## src/rtl/bfs_pkg.sv

```systemverilog
package bfs_pkg;
   typedef enum logic [1:0] {
      S_IDLE  = 2'd0,
      S_RUN   = 2'd1,
      S_FLOAT = 2'd2,
      S_STALL = 2'd3
   } bfs_state_e;
endpackage

```

## src/rtl/bfs_sync.sv

```systemverilog
module bfs_sync #(
   parameter int               WIDTH   = 3,
   parameter int               STAGES  = 2,
   parameter logic [WIDTH-1:0] RST_VAL = '1
) (
   input  logic             clk,
   input  logic             arst_n,
   input  logic [WIDTH-1:0] d,
   output logic [WIDTH-1:0] q
);
   generate
      if (STAGES < 2) begin : g_bad_stages
         $error("bfs_sync: STAGES must be at least 2");
      end
   endgenerate

   logic [WIDTH-1:0] chain [STAGES];

   always_ff @(posedge clk or negedge arst_n) begin
      if (!arst_n) begin
         for (int i = 0; i < STAGES; i++) chain[i] <= RST_VAL;
      end else begin
         chain[0] <= d;
         for (int i = 1; i < STAGES; i++) chain[i] <= chain[i-1];
      end
   end

   assign q = chain[STAGES-1];
endmodule

```

## src/rtl/bfs_rst_qual.sv

```systemverilog
module bfs_rst_qual #(
   parameter int COUNT = 10
) (
   input  logic clk,
   input  logic arst_n,
   input  logic rst_a,
   input  logic halt_a,
   output logic core_reset
);
   localparam int CW = $clog2(COUNT + 1);
   localparam logic [CW-1:0] LIM = CW'(COUNT);

   generate
      if (COUNT < 1) begin : g_bad_count
         $error("bfs_rst_qual: COUNT must be positive");
      end
   endgenerate

   logic [CW-1:0] cnt;

   always_ff @(posedge clk or negedge arst_n) begin
      if (!arst_n)                 cnt <= '0;
      else if (!(rst_a && halt_a)) cnt <= '0;
      else if (cnt != LIM)         cnt <= cnt + 1'b1;
   end

   assign core_reset = (cnt == LIM);

   assert_drop_clears_R6: assert property (@(posedge clk) disable iff (!arst_n)
      !(rst_a && halt_a) |=> !core_reset);
   assert_needs_both_R6: assert property (@(posedge clk) disable iff (!arst_n)
      $rose(core_reset) |-> $past(rst_a && halt_a));
endmodule

```

## src/rtl/bfs_fsm.sv

```systemverilog
module bfs_fsm
   import bfs_pkg::*;
#(
   parameter int ADDR_W      = 23,
   parameter int DATA_W      = 16,
   parameter int CTRL_W      = 4,
   parameter int RETRY_LIMIT = 1
) (
   input  logic              clk,
   input  logic              arst_n,
   input  logic              cyc_start,
   input  logic              cyc_done,
   input  logic [ADDR_W-1:0] cyc_addr,
   input  logic [DATA_W-1:0] cyc_data,
   input  logic [CTRL_W-1:0] cyc_ctrl,
   input  logic              berr_a,
   input  logic              halt_a,
   output logic              bus_oe,
   output logic              hold_core,
   output logic              retry_req,
   output logic              exc_req,
   output logic [ADDR_W-1:0] sv_addr,
   output logic [DATA_W-1:0] sv_data,
   output logic [CTRL_W-1:0] sv_ctrl
);
   localparam int TW = (RETRY_LIMIT < 1) ? 1 : $clog2(RETRY_LIMIT + 1);
   localparam logic [TW-1:0] LIM = TW'(RETRY_LIMIT);

   generate
      if (RETRY_LIMIT < 0 || RETRY_LIMIT > 15) begin : g_bad_limit
         $error("bfs_fsm: RETRY_LIMIT out of range 0..15");
      end
   endgenerate

   bfs_state_e    st;
   logic [TW-1:0] tries;

   always_ff @(posedge clk or negedge arst_n) begin
      if (!arst_n) begin
         st        <= S_IDLE;
         tries     <= '0;
         retry_req <= 1'b0;
         exc_req   <= 1'b0;
         sv_addr   <= '0;
         sv_data   <= '0;
         sv_ctrl   <= '0;
      end else begin
         retry_req <= 1'b0;
         exc_req   <= 1'b0;
         case (st)
            S_IDLE: begin
               if (halt_a) begin
                  st <= S_STALL;
               end else if (cyc_start) begin
                  st      <= S_RUN;
                  tries   <= '0;
                  sv_addr <= cyc_addr;
                  sv_data <= cyc_data;
                  sv_ctrl <= cyc_ctrl;
               end
            end
            S_RUN: begin
               if (berr_a) begin
                  if (halt_a && tries != LIM) begin
                     st <= S_FLOAT;
                  end else begin
                     st      <= S_IDLE;
                     exc_req <= 1'b1;
                  end
               end else if (cyc_done) begin
                  st <= halt_a ? S_STALL : S_IDLE;
               end
            end
            S_FLOAT: begin
               if (!halt_a) begin
                  st        <= S_RUN;
                  retry_req <= 1'b1;
                  tries     <= tries + 1'b1;
               end
            end
            default: begin
               if (!halt_a) st <= S_IDLE;
            end
         endcase
      end
   end

   assign bus_oe    = (st == S_RUN);
   assign hold_core = (st == S_FLOAT) || (st == S_STALL);

   assert_fault_exc_R1: assert property (@(posedge clk) disable iff (!arst_n)
      (st == S_RUN && berr_a && !halt_a) |=> (exc_req && !bus_oe));
   assert_fault_float_R2: assert property (@(posedge clk) disable iff (!arst_n)
      (st == S_RUN && berr_a && halt_a && tries != LIM) |=> (!bus_oe && !exc_req && hold_core));
   assert_retry_limit_R5: assert property (@(posedge clk) disable iff (!arst_n)
      (st == S_RUN && berr_a && tries == LIM) |=> exc_req);
   assert_idle_quiet_R8: assert property (@(posedge clk) disable iff (!arst_n)
      (st == S_IDLE && !cyc_start) |=> (!exc_req && !bus_oe));
   assert_halt_finish_R4: assert property (@(posedge clk) disable iff (!arst_n)
      (st == S_RUN && halt_a && !berr_a && !cyc_done) |=> bus_oe);
endmodule

```

## src/rtl/bus_fault_seq.sv

```systemverilog
module bus_fault_seq #(
   parameter int ADDR_W      = 23,
   parameter int DATA_W      = 16,
   parameter int CTRL_W      = 4,
   parameter int RETRY_LIMIT = 1,
   parameter int RST_CYCLES  = 10,
   parameter int SYNC_STAGES = 2
) (
   input  logic              clk,
   input  logic              arst_n,
   input  logic              cyc_start,
   input  logic [ADDR_W-1:0] cyc_addr,
   input  logic [DATA_W-1:0] cyc_data,
   input  logic [CTRL_W-1:0] cyc_ctrl,
   input  logic              cyc_done,
   input  logic              berr_n,
   input  logic              halt_n,
   input  logic              reset_n,
   output logic              bus_oe,
   output logic              hold_core,
   output logic              retry_req,
   output logic [ADDR_W-1:0] retry_addr,
   output logic [DATA_W-1:0] retry_data,
   output logic [CTRL_W-1:0] retry_ctrl,
   output logic              exc_req,
   output logic              core_reset
);
   localparam int NLINES = 3;

   generate
      if (ADDR_W < 1 || DATA_W < 1 || CTRL_W < 1) begin : g_bad_width
         $error("bus_fault_seq: field widths must be positive");
      end
   endgenerate

   logic [NLINES-1:0] lines_q;
   logic              berr_a, halt_a, rst_a;

   bfs_sync #(.WIDTH(NLINES), .STAGES(SYNC_STAGES), .RST_VAL({NLINES{1'b1}})) u_sync (
      .clk    (clk),
      .arst_n (arst_n),
      .d      ({reset_n, halt_n, berr_n}),
      .q      (lines_q)
   );

   assign berr_a = ~lines_q[0];
   assign halt_a = ~lines_q[1];
   assign rst_a  = ~lines_q[2];

   bfs_fsm #(.ADDR_W(ADDR_W), .DATA_W(DATA_W), .CTRL_W(CTRL_W),
             .RETRY_LIMIT(RETRY_LIMIT)) u_fsm (
      .clk       (clk),
      .arst_n    (arst_n),
      .cyc_start (cyc_start),
      .cyc_done  (cyc_done),
      .cyc_addr  (cyc_addr),
      .cyc_data  (cyc_data),
      .cyc_ctrl  (cyc_ctrl),
      .berr_a    (berr_a),
      .halt_a    (halt_a),
      .bus_oe    (bus_oe),
      .hold_core (hold_core),
      .retry_req (retry_req),
      .exc_req   (exc_req),
      .sv_addr   (retry_addr),
      .sv_data   (retry_data),
      .sv_ctrl   (retry_ctrl)
   );

   bfs_rst_qual #(.COUNT(RST_CYCLES)) u_rstq (
      .clk        (clk),
      .arst_n     (arst_n),
      .rst_a      (rst_a),
      .halt_a     (halt_a),
      .core_reset (core_reset)
   );

   assert_pulse_excl_R3: assert property (@(posedge clk) disable iff (!arst_n)
      !(retry_req && exc_req));
   assert_replay_drives_R3: assert property (@(posedge clk) disable iff (!arst_n)
      retry_req |-> (bus_oe && !hold_core));
   assert_exc_released_R1: assert property (@(posedge clk) disable iff (!arst_n)
      exc_req |-> !bus_oe);
   assert_exc_one_clk_R1: assert property (@(posedge clk) disable iff (!arst_n)
      exc_req |=> !exc_req);
endmodule

```

## config.mk

```make
export PLATFORM = sky130hd
export DESIGN_NAME = bus_fault_seq
export DESIGN_NICKNAME = d
export VERILOG_FILES = /design/src/rtl/bfs_pkg.sv /design/src/rtl/bfs_sync.sv /design/src/rtl/bfs_rst_qual.sv /design/src/rtl/bfs_fsm.sv /design/src/rtl/bus_fault_seq.sv
export SDC_FILE = /design/constraint.sdc
export NUM_CORES = 1
export LEC_CHECK = 0
export BUFFER_PORTS_ARGS = -buffer_cell sky130_fd_sc_hd__clkbuf_2
export CORE_MARGIN = 3
export CORE_UTILIZATION = 42
export DETAILED_ROUTE_END_ITERATION = 10
export PLACE_DENSITY = 0.75
export SKIP_CTS_REPAIR_TIMING = 1
export SYNTH_ARGS = -nofsm -noshare
export SYNTH_HDL_FRONTEND = slang
export SYNTH_SLANG_ARGS = --single-unit
```

## constraint.sdc

```tcl
create_clock -name clk -period 1.8 [get_ports clk]
set_clock_uncertainty 0.15 [all_clocks]
set_input_delay 0.18 -clock clk [delete_from_list [all_inputs] [get_ports clk]]
set_output_delay 0.18 -clock clk [all_outputs]
set_load 0.005 [all_outputs]
```

==> impl_metrics.ini <==
[status]
status = finished with violations
violations = hold timing

[die]
dieArea_um2 = 6200
core_area_um2 = 4910
fp-row-count = 25
boundaryPins = 98
die_y_um = 78.7
die_w_um = 78.7
initial_core_util = 0.452

[global_routing]
grt_pass1_vias = 1625
grt_pass1_wl_um = 7590
grt_overflow = 0
track_usage = 0.162
grt_max_degree = 59
grt_antenna_before_repair = 0

[timing]
finalCriticalPeriod_ns = 1.76
relSlewSlack = 0.760
tns_ns = 0
fin_crit_sh = 0.978
drv_slew = 0
worst_hold_slack_ns = -0.0415
finalSetupViolations = 0
rsz0062_at_grt = yes
worstMarginPinSlew_ns = 0.350
fmax_mhz = 568
hold_viol_final = 1

[layout]
fillers = 341
diodes = 0
seq_area_um2 = 1460
instances_no_fill = 365
drive_gt1_frac = 0.560
fin_area_um2 = 3460
syn2layout_area_growth_pct = 56.0
final_util = 0.705
multi_input_area_um2 = 691
layout.nets = 345

[route]
wire_per_inst_um = 15.4
antenna_left = 0
vias_per_cell = 4.68
routed_wl_um = 5630
dr_total_vias = 1708
drtPass1Iterations = 4
drtIter0Drc = 84
drc = 0

[yosys]
yosys_warnings = 0
yosys_most_used_dff = dfrtp_1
async_reset_ff_frac = 1.00
synth_edf_count = 0
synthDistinctLibCells = 25
syn_nets = 192
yosysSeqAreaShare = 0.657
postSynthCellCount = 140
synth_area_um2 = 2220
postSynthAreaPerCell_um2 = 15.9
ys_ff_latch = 58

[clock_network]
clk_pin_slew_ns = 0.06
ctsRootBufferMaster = clkbuf_8
clk_latency_ns = 0.33
h-tree-depth = 3
cts.sinks = 58
numCtsBuffers = 9
cts_buffer_depth = 2
cts_tree = built

[critical_path]
cp-start-kind = flip-flop
endpoint_kind = flip-flop
required_ns = 1.86
worstSetupPathType = reg -> reg
cp_data_arrival_time_ns = 1.82
cp_max_fo = 31

[placed_design]
dp.cells = 303
io_buffers = 97
placed_area_um2 = 2800
hpwlAfterDp_um = 3280
gp_congestion = 0.742

[power]
ir_drop_v = 0.000961
cellPowerDensity_nw_per_um2 = 1400
p_leak_nw = 1.70

[min_path]
min-delay-path-class = in -> reg

[flow_run]
max-cap-violations = 0
-- cells in the final DEF (no fill, tap or decap), drive strengths merged --
cell type    Yosys  routed
ha               2       2
o21ai            2       2
a21oi            2       2
nor3b            1       1
nand3            1       1
nor2b            1       1
bufinv           0       1
xnor2            2       2
a2111oi          1       1
nor2             6       6
xor2             2       2
nand2b           1       1
clkbuf           1     111
dfrtp           52      52
o22ai            1       1
and3             1       1
nor3             2       2
a211oi           1       1
mux2            43      43
nor4             1       1
buf              5       5
inv              4       4
clkinv           0       1
dfstp            6       6
o31ai            1       1
dlygate4sd3      0      46
nand3b           1       1
-- routing by layer --
layer / track usage / part of all wire
met2: 0.255 / 0.53
met1: 0.188 / 0.38
met3: 0.0726 / 0.064
met5: 0 / 0
met4: 0.0787 / 0.022
-- flip-flops by register name, summed over array words and instances (netlist names) --
register	count
u_fsm.exc_req	1
u_fsm.sv_ctrl	4
u_fsm.sv_addr	23
u_sync.chain	3
u_sync.q	3
u_fsm.st	2
u_fsm.tries	1
u_fsm.retry_req	1
u_rstq.cnt	4
u_fsm.sv_data	16
-- path summary, 6_finish.rpt --
kind,start,slack [ns],end,cells past startpoint
max,u_sync.q[1],0.04,u_fsm.sv_addr[5],4
min,cyc_addr[6],-0.04,u_fsm.sv_addr[6],2
max reg2reg,u_sync.q[1],0.04,u_fsm.sv_addr[5],4
min reg2reg,u_sync.chain[3],0.21,u_sync.q[0],0
max in group asynchronous,arst_n,0.97,u_sync.q[1],3
min in group asynchronous,arst_n,0.24,u_fsm.sv_addr[12],3
-- where the power goes --
| part | switching (mW) | total [mW] | internal (mW) | leakage (nW) |
|---|---|---|---|---|
| Clock | 0.492 | 1.24 | 0.752 | 0.107 |
| Combinational | 0.569 | 1.46 | 0.889 | 0.896 |
| Sequential | 0.308 | 2.15 | 1.84 | 0.696 |
-- area by class of cell --
cell class,instances,share of cell area
Tap cell,67,0.0242
Clock buffer,14,0.0498
Timing Repair Buffer,148,0.291
Multi-Input combinational cell,72,0.199
Inverter,4,0.00433
Sequential cell,58,0.421
Clock inverter,2,0.0101
-- worst max-delay path, stage by stage (launching register included) --
cell,delay [ns]
dfstp_2,0.55
nand2b_4,0.08
nor3b_4,0.24
buf_12,0.24
mux2_2,0.37
-- through the flow --
step	total power, mW	hold slack, ns	worst slack, ns
floorplan	2.76	-0.266	-0.0308
global placement	3.45	0.0615	0.0830
detailed placement	3.51	0.0602	0.0674
CTS	4.76	-0.299	0.0501
global route	5.13	-0.0534	-0.0209
finish	4.85	-0.0415	0.0389
-- cell usage after synthesis, types with 2 or more instances --
library cell | n | area [µm²]
o21ai_0 | 2 | 10.0
buf_6 | 4 | 45.0
inv_1 | 4 | 15.0
nor2_1 | 6 | 22.5
dfrtp_1 | 52 | 1300
mux2_2 | 43 | 484
nor3_1 | 2 | 10.0
xnor2_1 | 2 | 17.5
ha_1 | 2 | 25.0
a21oi_1 | 2 | 10.0
dfstp_2 | 6 | 158
xor2_1 | 2 | 17.5
-- logic make-up (layout without fill, tap and decap cells) --
kind of cell	after synthesis	count (layout)	synth area share
mux	43	43	0.218
compound gates	8	8	0.0225
flops	58	58	0.657
xor+xnor	4	4	0.0158
fa+ha+maj	2	2	0.0113
buf+inv	10	168	0.0321
simple gates	15	15	0.0434
No activity file was read; power rests on OpenSTA's default activity.
